===== config.mk =====
export PLATFORM = sky130hd
export DESIGN_NAME = hier_policer
export DESIGN_NICKNAME = d
export VERILOG_FILES = /design/src/rtl/hp_pkg.sv /design/src/rtl/hp_child_meter.sv /design/src/rtl/hp_parent_meter.sv /design/src/rtl/hp_action_map.sv /design/src/rtl/hier_policer.sv
export SDC_FILE = /design/constraint.sdc
export NUM_CORES = 1
export LEC_CHECK = 0
export BUFFER_PORTS_ARGS = -buffer_cell sky130_fd_sc_hd__buf_2
export CELL_PAD_IN_SITES_DETAIL_PLACEMENT = 0
export CELL_PAD_IN_SITES_GLOBAL_PLACEMENT = 1
export CORE_MARGIN = 4
export CORE_UTILIZATION = 46
export CTS_BUF_LIST = sky130_fd_sc_hd__clkbuf_8
export DETAILED_ROUTE_END_ITERATION = 16
export PLACE_DENSITY = 0.85
export RECOVER_POWER = 25
export SYNTH_ARGS = -nofsm -noshare
export SYNTH_HDL_FRONTEND = slang
export SYNTH_SLANG_ARGS = --single-unit

===== constraint.sdc =====
create_clock -name clk -period 17.8 [get_ports clk]
set_input_delay 4.45 -clock clk [delete_from_list [all_inputs] [get_ports clk]]
set_output_delay 4.45 -clock clk [all_outputs]
set_load 0.01 [all_outputs]

===== src/rtl/hp_pkg.sv =====
package hp_pkg;
  typedef enum logic [1:0] {CLR_GREEN = 2'd0, CLR_YELLOW = 2'd1, CLR_RED = 2'd2} color_e;
  typedef enum logic [1:0] {MODE_SR2C = 2'd0, MODE_SR3C = 2'd1, MODE_TR3C = 2'd2} mode_e;
  typedef enum logic [1:0] {ACT_XMIT = 2'd0, ACT_DROP = 2'd1, ACT_MARK = 2'd2} act_e;
endpackage


===== src/rtl/hp_child_meter.sv =====
module hp_child_meter #(
  parameter int LEN_W  = 11,
  parameter int RATE_W = 14,
  parameter int TOK_W  = 16
) (
  input  logic              clk,
  input  logic              rst,
  input  logic              tick,
  input  logic              hit,
  input  logic [LEN_W-1:0]  len,
  input  logic [1:0]        mode,
  input  logic [RATE_W-1:0] cir,
  input  logic [RATE_W-1:0] pir,
  input  logic [TOK_W-1:0]  cbs,
  input  logic [TOK_W-1:0]  pbs,
  output logic [1:0]        color
);
  import hp_pkg::*;
  localparam int WW = TOK_W + 2;

  logic [TOK_W-1:0] cb, pb;
  logic [WW-1:0]    len_w, cir_w, pir_w, cbs_w, pbs_w;
  logic [WW-1:0]    c_sum, p_sum, ovf, p_add;
  logic             c_ok, p_ok, dc, dp;
  color_e           col;

  assign len_w = {{(WW-LEN_W){1'b0}}, len};
  assign cir_w = {{(WW-RATE_W){1'b0}}, cir};
  assign pir_w = {{(WW-RATE_W){1'b0}}, pir};
  assign cbs_w = {2'b00, cbs};
  assign pbs_w = {2'b00, pbs};
  assign c_ok  = {2'b00, cb} >= len_w;
  assign p_ok  = {2'b00, pb} >= len_w;
  assign color = col;

  always_comb begin
    col = CLR_RED;
    dc  = 1'b0;
    dp  = 1'b0;
    case (mode)
      MODE_SR2C: begin
        if (c_ok) begin col = CLR_GREEN; dc = 1'b1; end
      end
      MODE_SR3C: begin
        if (c_ok) begin col = CLR_GREEN; dc = 1'b1; end
        else if (p_ok) begin col = CLR_YELLOW; dp = 1'b1; end
      end
      default: begin
        if (!p_ok) col = CLR_RED;
        else if (!c_ok) begin col = CLR_YELLOW; dp = 1'b1; end
        else begin col = CLR_GREEN; dc = 1'b1; dp = 1'b1; end
      end
    endcase
  end

  always_comb begin
    c_sum = {2'b00, cb} - ((hit && dc) ? len_w : '0) + (tick ? cir_w : '0);
    ovf   = (c_sum > cbs_w) ? (c_sum - cbs_w) : '0;
    p_add = (mode == MODE_SR3C) ? ovf : (tick ? pir_w : '0);
    p_sum = {2'b00, pb} - ((hit && dp) ? len_w : '0) + p_add;
  end

  always_ff @(posedge clk) begin
    if (rst) begin
      cb <= cbs;
      pb <= pbs;
    end else begin
      cb <= (c_sum > cbs_w) ? cbs : c_sum[TOK_W-1:0];
      pb <= (p_sum > pbs_w) ? pbs : p_sum[TOK_W-1:0];
    end
  end
endmodule


===== src/rtl/hp_parent_meter.sv =====
module hp_parent_meter #(
  parameter int LEN_W  = 11,
  parameter int RATE_W = 14,
  parameter int TOK_W  = 16
) (
  input  logic                    clk,
  input  logic                    rst,
  input  logic                    tick,
  input  logic                    hit,
  input  logic                    green,
  input  logic                    aware,
  input  logic [LEN_W-1:0]        len,
  input  logic [RATE_W-1:0]       rate,
  input  logic [TOK_W-1:0]        burst,
  output logic                    pass,
  output logic signed [TOK_W+1:0] level
);
  localparam int SW = TOK_W + 2;

  logic signed [SW-1:0] len_s, rate_s, burst_s, deb, add, nxt;

  assign len_s   = $signed({{(SW-LEN_W){1'b0}}, len});
  assign rate_s  = $signed({{(SW-RATE_W){1'b0}}, rate});
  assign burst_s = $signed({2'b00, burst});
  assign pass    = (level >= len_s) || (aware && green);

  always_comb begin
    deb = (hit && pass) ? len_s : '0;
    add = tick ? rate_s : '0;
    nxt = level - deb + add;
  end

  always_ff @(posedge clk) begin
    if (rst)                level <= burst_s;
    else if (nxt > burst_s) level <= burst_s;
    else if (nxt < -burst_s) level <= -burst_s;
    else                    level <= nxt;
  end
endmodule


===== src/rtl/hp_action_map.sv =====
module hp_action_map #(
  parameter int MARK_W = 3,
  localparam int AW    = 2 + 2 * MARK_W
) (
  input  logic [1:0]        color,
  input  logic [3*AW-1:0]   cfg,
  output logic [1:0]        action,
  output logic [MARK_W-1:0] mark_a,
  output logic [MARK_W-1:0] mark_b
);
  import hp_pkg::*;
  logic [AW-1:0] fld;

  always_comb begin
    fld = '0;
    for (int c = 0; c < 3; c++)
      if (color == 2'(c)) fld = cfg[c*AW +: AW];
    mark_a = '0;
    mark_b = '0;
    case (fld[1:0])
      2'd0: action = ACT_XMIT;
      2'd2: begin
        action = ACT_MARK;
        mark_a = fld[2 +: MARK_W];
        mark_b = fld[2+MARK_W +: MARK_W];
      end
      default: action = ACT_DROP;
    endcase
  end
endmodule


===== src/rtl/hier_policer.sv =====
module hier_policer #(
  parameter int NUM_CLASS = 4,
  parameter int LEN_W     = 11,
  parameter int RATE_W    = 14,
  parameter int TOK_W     = 16,
  parameter int MARK_W    = 3,
  localparam int CLS_W    = (NUM_CLASS > 1) ? $clog2(NUM_CLASS) : 1,
  localparam int AW       = 2 + 2 * MARK_W
) (
  input  logic                        clk,
  input  logic                        rst,
  input  logic                        tick,
  input  logic                        pkt_valid,
  input  logic [CLS_W-1:0]            pkt_class,
  input  logic [LEN_W-1:0]            pkt_len,
  input  logic [2*NUM_CLASS-1:0]      child_mode,
  input  logic [NUM_CLASS*RATE_W-1:0] child_cir,
  input  logic [NUM_CLASS*RATE_W-1:0] child_pir,
  input  logic [NUM_CLASS*TOK_W-1:0]  child_cbs,
  input  logic [NUM_CLASS*TOK_W-1:0]  child_pbs,
  input  logic [RATE_W-1:0]           par_rate,
  input  logic [TOK_W-1:0]            par_burst,
  input  logic                        conform_aware,
  input  logic [3*AW-1:0]             act_cfg,
  output logic                        res_valid,
  output logic [1:0]                  res_color,
  output logic [1:0]                  res_action,
  output logic [MARK_W-1:0]           res_mark_a,
  output logic [MARK_W-1:0]           res_mark_b,
  output logic                        cfg_err
);
  import hp_pkg::*;
  localparam int SUM_W = RATE_W + CLS_W + 1;

  logic [1:0]              kid_color [NUM_CLASS];
  logic [1:0]              sel_color, fin_color, act;
  logic                    par_pass;
  logic signed [TOK_W+1:0] par_level;
  logic [MARK_W-1:0]       ma, mb;
  logic [SUM_W-1:0]        cir_sum;

  for (genvar i = 0; i < NUM_CLASS; i++) begin : g_child
    hp_child_meter #(.LEN_W(LEN_W), .RATE_W(RATE_W), .TOK_W(TOK_W)) u_meter (
      .clk(clk), .rst(rst), .tick(tick),
      .hit(pkt_valid && (pkt_class == CLS_W'(i))),
      .len(pkt_len),
      .mode(child_mode[2*i +: 2]),
      .cir(child_cir[i*RATE_W +: RATE_W]),
      .pir(child_pir[i*RATE_W +: RATE_W]),
      .cbs(child_cbs[i*TOK_W +: TOK_W]),
      .pbs(child_pbs[i*TOK_W +: TOK_W]),
      .color(kid_color[i])
    );
  end

  always_comb begin
    sel_color = CLR_RED;
    for (int i = 0; i < NUM_CLASS; i++)
      if (pkt_class == CLS_W'(i)) sel_color = kid_color[i];
  end

  hp_parent_meter #(.LEN_W(LEN_W), .RATE_W(RATE_W), .TOK_W(TOK_W)) u_parent (
    .clk(clk), .rst(rst), .tick(tick),
    .hit(pkt_valid && (sel_color != CLR_RED)),
    .green(sel_color == CLR_GREEN),
    .aware(conform_aware),
    .len(pkt_len), .rate(par_rate), .burst(par_burst),
    .pass(par_pass), .level(par_level)
  );

  assign fin_color = ((sel_color != CLR_RED) && par_pass) ? sel_color : CLR_RED;

  hp_action_map #(.MARK_W(MARK_W)) u_map (
    .color(fin_color), .cfg(act_cfg), .action(act), .mark_a(ma), .mark_b(mb)
  );

  always_comb begin
    cir_sum = '0;
    for (int i = 0; i < NUM_CLASS; i++)
      cir_sum = cir_sum + SUM_W'(child_cir[i*RATE_W +: RATE_W]);
  end

  always_ff @(posedge clk) begin
    if (rst) begin
      res_valid  <= 1'b0;
      res_color  <= CLR_GREEN;
      res_action <= ACT_XMIT;
      res_mark_a <= '0;
      res_mark_b <= '0;
      cfg_err    <= 1'b0;
    end else begin
      res_valid <= pkt_valid;
      cfg_err   <= SUM_W'(par_rate) <= cir_sum;
      if (pkt_valid) begin
        res_color  <= fin_color;
        res_action <= act;
        res_mark_a <= ma;
        res_mark_b <= mb;
      end
    end
  end
endmodule


Yosys cells after proc, flatten, opt, wreduce, memory -nomap -nowiden
Cells that the tools add are included.

storage, ports and cells
  memory bits (read-only) = 0
  word-level logic and storage cells = 207
  memory bits (writable) = 0
  bits in latches = 0
  memories = 0
  bits in registers = 158

operators by class
  multipliers = 0
  shifts and indexed selects = 0
  $add $sub $neg = 26
  $lt $le $gt $ge = 20
  mux-type cells = 104
  eq/ne operators = 11
  divide/modulo/power cells = 0
  reduce and logical (&&, ||, !) cells = 30
  bitwise gates (word level) = 0

operators by type and width
  operator           number
  $mux 16            18
  $add 18x18->18     9
  $mux 18            9
  $gt 18x16->1       8
  $sub 16x18->18     8
  $ge 16x11->1       8
  $mux 14            9
  $mux 11            9
  $sub 18x16->18     4
  $mux 2             21
  $mux 1             24
  $mux 8             3
  $pmux 2 s2         5
  $ge 18x12->1       1
  $gt 18x17->1       1
  $lt 18x18->1       1
  $neg 16->18        1
  $sub 18x18->18     1
  $add 16x14->17     1
  $le 14x17->1       1
  $add 15x14->16     1
  $logic_and 1x1->1  16
  $logic_not 2->1    8
  $add 14x14->15     1
  7 further kinds    23

Logic depth before layout (Yosys ltp)
  depth after elaboration = 19
  depth in mapped cells = 59

By module
From an unflattened synthesis, not the netlist that was laid out.

second synthesis, totals
  cells, all modules = 3,759
  area total of the unflattened synthesis = 29,238.0 sq um

by module, submodules not included
  module                                    cells each  area an instance (sq um)  instances
  hp_child_meter at g_child[1].u_meter ...  731         5,730.5                   2
  hp_child_meter at g_child[3].u_meter      764         5,840.6                   1
  hp_child_meter at g_child[0].u_meter      763         5,766.8                   1
  hp_parent_meter                           500         3,721.1                   1
  hier_policer                              243         2,143.3                   1
  hp_action_map                             27          305.3                     1

Worst setup path after synthesis
OpenSTA, ideal clock, no wires.

  kind = input to register
  start = in pkt_len[9]
  end = reg g_child[2].u_meter.pb[10]
  slack = 2.313 ns
  arrival = 15.366 ns
  library setup time = 0.121 ns
  cell stages on the path = 52
  cell sequence = clkbuf_1 inv_1 ha_1 nand4_1 nor4_1 nand2_1 nand3_1 a41oi_1 a2111oi_0 clkbuf_1 nand2_1 fa_1 ha_1 a2111oi_0 a22oi_1 a41oi_1 o21ai_0 a21oi_1 [... 16 more ...] o21ai_0 a21boi_0 o21a_1 a41oi_1 xnor2_1 ha_1 a21o_1 a21o_1 a21o_1 a21oi_1 nor2b_1 a2111oi_0 a21oi_1 nor2_1 nand2b_1 mux2i_1 buf_2 mux2_2

between the ends
  word-level cells in the longest chain between the ends = 15
  elaborated cells on any way between the ends = 23

ends and longest elaborated chain
  element                                         RTL line                                                          source
  start, declared                                 hier_policer.sv:15                                                input logic [LEN_W-1:0] pkt_len,
  $ge 16x11->1                                    hp_child_meter.sv:32                                              assign c_ok = {2'b00, cb} >= len_w;
  $mux 1                                          hp_child_meter.sv:42, hp_child_meter.sv:45, hp_child_meter.sv:50
  $mux 1                                          hp_child_meter.sv:49                                              if (!p_ok) col = CLR_RED;
  $mux 1                                          -
  $logic_and 1x1->1                               hp_child_meter.sv:57                                              c_sum = {2'b00, cb} - ((hit && dc) ? len_w : '0) + (tick ? cir_w : '0);
  $mux 11                                         hp_child_meter.sv:57
  $sub 16x18->18                                  hp_child_meter.sv:57
  $add 18x18->18                                  hp_child_meter.sv:57
  $sub 18x16->18 or $gt 18x16->1 (tied branches)  hp_child_meter.sv:58                                              ovf = (c_sum > cbs_w) ? (c_sum - cbs_w) : '0;
  $mux 18                                         hp_child_meter.sv:58
  $mux 18                                         hp_child_meter.sv:59                                              p_add = (mode == MODE_SR3C) ? ovf : (tick ? pir_w : '0);
  $add 18x18->18 *                                hp_child_meter.sv:60                                              p_sum = {2'b00, pb} - ((hit && dp) ? len_w : '0) + p_add;
  $gt 18x16->1                                    hp_child_meter.sv:69                                              pb <= (p_sum > pbs_w) ? pbs : p_sum[TOK_W-1:0];
  $mux 16 *                                       hp_child_meter.sv:69
  $mux 16 *                                       hp_child_meter.sv:64                                              if (rst) begin
  end signal, assigned                            hp_child_meter.sv:66                                              pb <= pbs;
  end signal, assigned                            hp_child_meter.sv:69
  end, declared                                   hp_child_meter.sv:21                                              logic [TOK_W-1:0] cb, pb;

Mark *: on every way between the ends. The rest lies on a longest branch, timed or not.
A chain may end at the register's enable or synchronous reset.

Worst setup path in the final report
  start = in pkt_len[10]
  end = reg g_child[3].u_meter.pb[1]

between the ends
  word-level cells in the longest chain between the ends = 15
  elaborated cells on any way between the ends = 23

ends and longest elaborated chain
  element                                         RTL line
  $ge 16x11->1                                    hp_child_meter.sv:32
  $mux 1                                          hp_child_meter.sv:42, hp_child_meter.sv:45, hp_child_meter.sv:50
  $mux 1                                          hp_child_meter.sv:49
  $mux 1                                          -
  $logic_and 1x1->1                               hp_child_meter.sv:57
  $mux 11                                         hp_child_meter.sv:57
  $sub 16x18->18                                  hp_child_meter.sv:57
  $add 18x18->18                                  hp_child_meter.sv:57
  $sub 18x16->18 or $gt 18x16->1 (tied branches)  hp_child_meter.sv:58
  $mux 18                                         hp_child_meter.sv:58
  $mux 18                                         hp_child_meter.sv:59
  $add 18x18->18 *                                hp_child_meter.sv:60
  $gt 18x16->1                                    hp_child_meter.sv:69
  $mux 16 *                                       hp_child_meter.sv:69
  $mux 16 *                                       hp_child_meter.sv:64
  end signal, assigned                            hp_child_meter.sv:66
  end signal, assigned                            hp_child_meter.sv:69
  end, declared                                   hp_child_meter.sv:21

Marked as above.

==> metrics <==
Tcrit/Tclk final=95.1%; RSZ-0062 raised after global routing=false; cts bufs inserted=17; critical path required time=18.33 ns; syn_nets=4,511; post-layout min period=16.93 ns; TritonCTS clock tree=yes; Post-CTS Resized=0; initial core utilization=46.7%; Tot GR Track Use=28.4%; Syn-to-layout area delta=10.8%; Final Skew=0.0249 ns; final hold violation count=0; Worst path max stage delay=1.07 ns; top cell type's share of synthesized area=22.4%; Post-synth EDFFs=0; WL/cell=19.9 um; Critical path origin=pkt_len[10]; Tightest Pin Transition=1.81 ns; vias post-DR=26,100; average size of a mapped cell=7.75 um2; CTS Root Buffer Type=clkbuf_8; Syn Inst Count=3,566; multi-input logic area=22,200 um2; DR vias/cell=5.60; Post-Route Setup TNS=0 ns; Post-Layout Cell Count=4,665; Clk pin slew, worst setup/hold paths=0.09 ns; row cnt=89; die height=253 um; CP Max Fanout=16; hold_buf cts=0; flops & latches, synth=158; I/O Pins=332; Final ANT Viol Nets=0; Register Area=3160 um2; MaxCap Viol Count=1; CP endpoint kind=flip-flop; Layout Nets=4,814; failing checks=max-capacitance violations, max-slew violations; register area share after synthesis=11.4%; Worst path slowest cell=a2111oi_0; fmax=0.0591 GHz; Post-Syn Area=27,600 um2; Placement Setup Slack=0.458 ns; initial antenna violation count=18; largest net degree at the start of global routing=46; predominant post-synthesis flop cell=dfxtp_1; cell taking the most area after synthesis=ha_1; I/O Buffers=331; Unique masters post-synth=73; WL met3=7580 um; Top Layer Used=met5; Synth Warn #=0; Final GP Congestion=0.942; first-pass GRT wire length=140,000 um; max_slew headroom=-20.6%; met1 wire length=41,000 um; die area=64,100 um2; CP Class=input pin to flip-flop; layout cell share with drive strength beyond 1=12.1%; # fillers=5,981; later-pin clock latency in the skew report=0.60 ns; status=finished with violations; H-tree depth=4; Final HPWL DP=78,200 um; Worst Hold Class=flip-flop to flip-flop; Startpoint Class=input pin; final count of pins violating max slew=29; # DRC=0; clock tree sinks=158; Total Wirelength=93,000 um; Max Buffers Root-to-Sink=2; fraction of registers with async set/reset=0%; vias in the first global route=24,900; R2R Path Start=g_child[3].u_meter.pb[9]; die width=253 um; ranking of synthesized cells by area=ha_1 (22%), dfxtp_1 (11%), fa_1 (9.5%); grt total ovfl=0; Cell Count Post-Placement=4,623; postcts setup bufs=0; final setup vio count=0; DRT Pass-1 Iters=5; core area=59,200 um2; Worst path most repeated cell=a21oi_1; Final WS setup=0.872 ns; metal2 WL=41,000 um; Hold Crit Start=res_mark_a[1]; Worst EP arrival=17.46 ns; Iteration-0 DRC Markers=1,778
## final cells by class
type	count	area share, %
Timing Repair Buffer	366	6.14
Sequential cell	158	10.3
Clock buffer	20	0.899
Tap cell	773	3.16
Antenna cell	10	0.0817
Multi-Input combinational cell	2799	72.5
Clock inverter	12	0.392
Inverter	527	6.46
## registers in the layout (all words and copies together), names as in the netlist
register and cells:
res_mark_a 3, cfg_err 1, g_child.u_meter.cb 64, u_parent.level 18
res_valid 1, res_color 2, g_child.u_meter.pb 64, res_action 2
res_mark_b 3
## through the flow
step / area, um2 / util, % / hold WS (ns)
after floorplan: 27600 / - / 0.480
after global placement: 30200 / 51.1 / 0.431
after detailed placement: 30200 / 51.1 / 0.440
after CTS: 30600 / 51.7 / 0.464
after global routing: 30600 / 51.7 / 0.480
final: 30600 / 51.7 / 0.467
## layer usage
layer | up-vias | track usage, %
met5 | - | 0
met4 | 14 | 10.1
met3 | 144 | 6.35
met2 | 792 | 45.1
met1 | 12100 | 38.1
li1 | 13000 | -
## synthesized netlist by cell type, drive strengths merged (9+ instances only)
cell and number:
xnor2 143, a2111oi 13, and2 56, nor2b 52
buf 9, xor2 57, o211ai 22, nor3 96
a41oi 9, o31a 11, or3 22, mux2 68
a21boi 11, o21ai 199, a22oi 18, a21oi 225
ha 494, mux2i 23, inv 527, fa 131
nor2 182, nand4 59, clkbuf 73, o31ai 19
a21o 117, nand3 79, o22ai 14, a31oi 22
nand2b 49, dfxtp 158, nand2 321, o21a 57
nor4 24, a22o 10, o21bai 18, and3 21
a211oi 38, a211o 15
## path summary, 6_finish.rpt
path	end	slack (ns)	depth (start not counted)
max	g_child[3].u_meter.pb[1]	0.87	49
max reg2reg	g_child[3].u_meter.pb[1]	4.96	48
min	res_mark_a[1]	0.47	2
min reg2reg	res_mark_a[1]	0.47	2
## logic make-up after synthesis
| group | count (synthesis) | share of synthesized area (%) |
|---|---|---|
| simple gates | 996 | 17.4 |
| xor+xnor | 200 | 6.34 |
| flops | 158 | 11.4 |
| compound gates | 887 | 20.9 |
| mux | 91 | 3.73 |
| fa+ha+maj | 625 | 31.9 |
| buf+inv | 609 | 8.31 |
## critical path: cells and delay by family
| family | cells | cell delay [ns] |
|---|---|---|
| compound gates | 24 | 6.42 |
| xor+xnor | 2 | 0.35 |
| fa+ha+maj | 7 | 2.64 |
| buf+inv | 5 | 1.00 |
| mux | 1 | 0.21 |
| simple gates | 10 | 2.34 |
## layout by cell type (no fill, tap or decap), types with 57 or more instances in the layout
| master | instances |
|---|---|
| inv_1 | 530 |
| ha_1 | 494 |
| nand2_1 | 321 |
| buf_2 | 318 |
| a21oi_1 | 224 |
| o21ai_0 | 197 |
| nor2_1 | 182 |
| dfxtp_1 | 158 |
| xnor2_1 | 143 |
| fa_1 | 131 |
| a21o_1 | 117 |
| nor3_1 | 94 |
| nand3_1 | 79 |
| nand4_1 | 59 |
| mux2_2 | 59 |
| o21a_1 | 57 |
| xor2_1 | 57 |
Power is left out: the tool's default activity adds up to more than one toggle a clock period on the data nets, which glitch-free logic cannot reach.
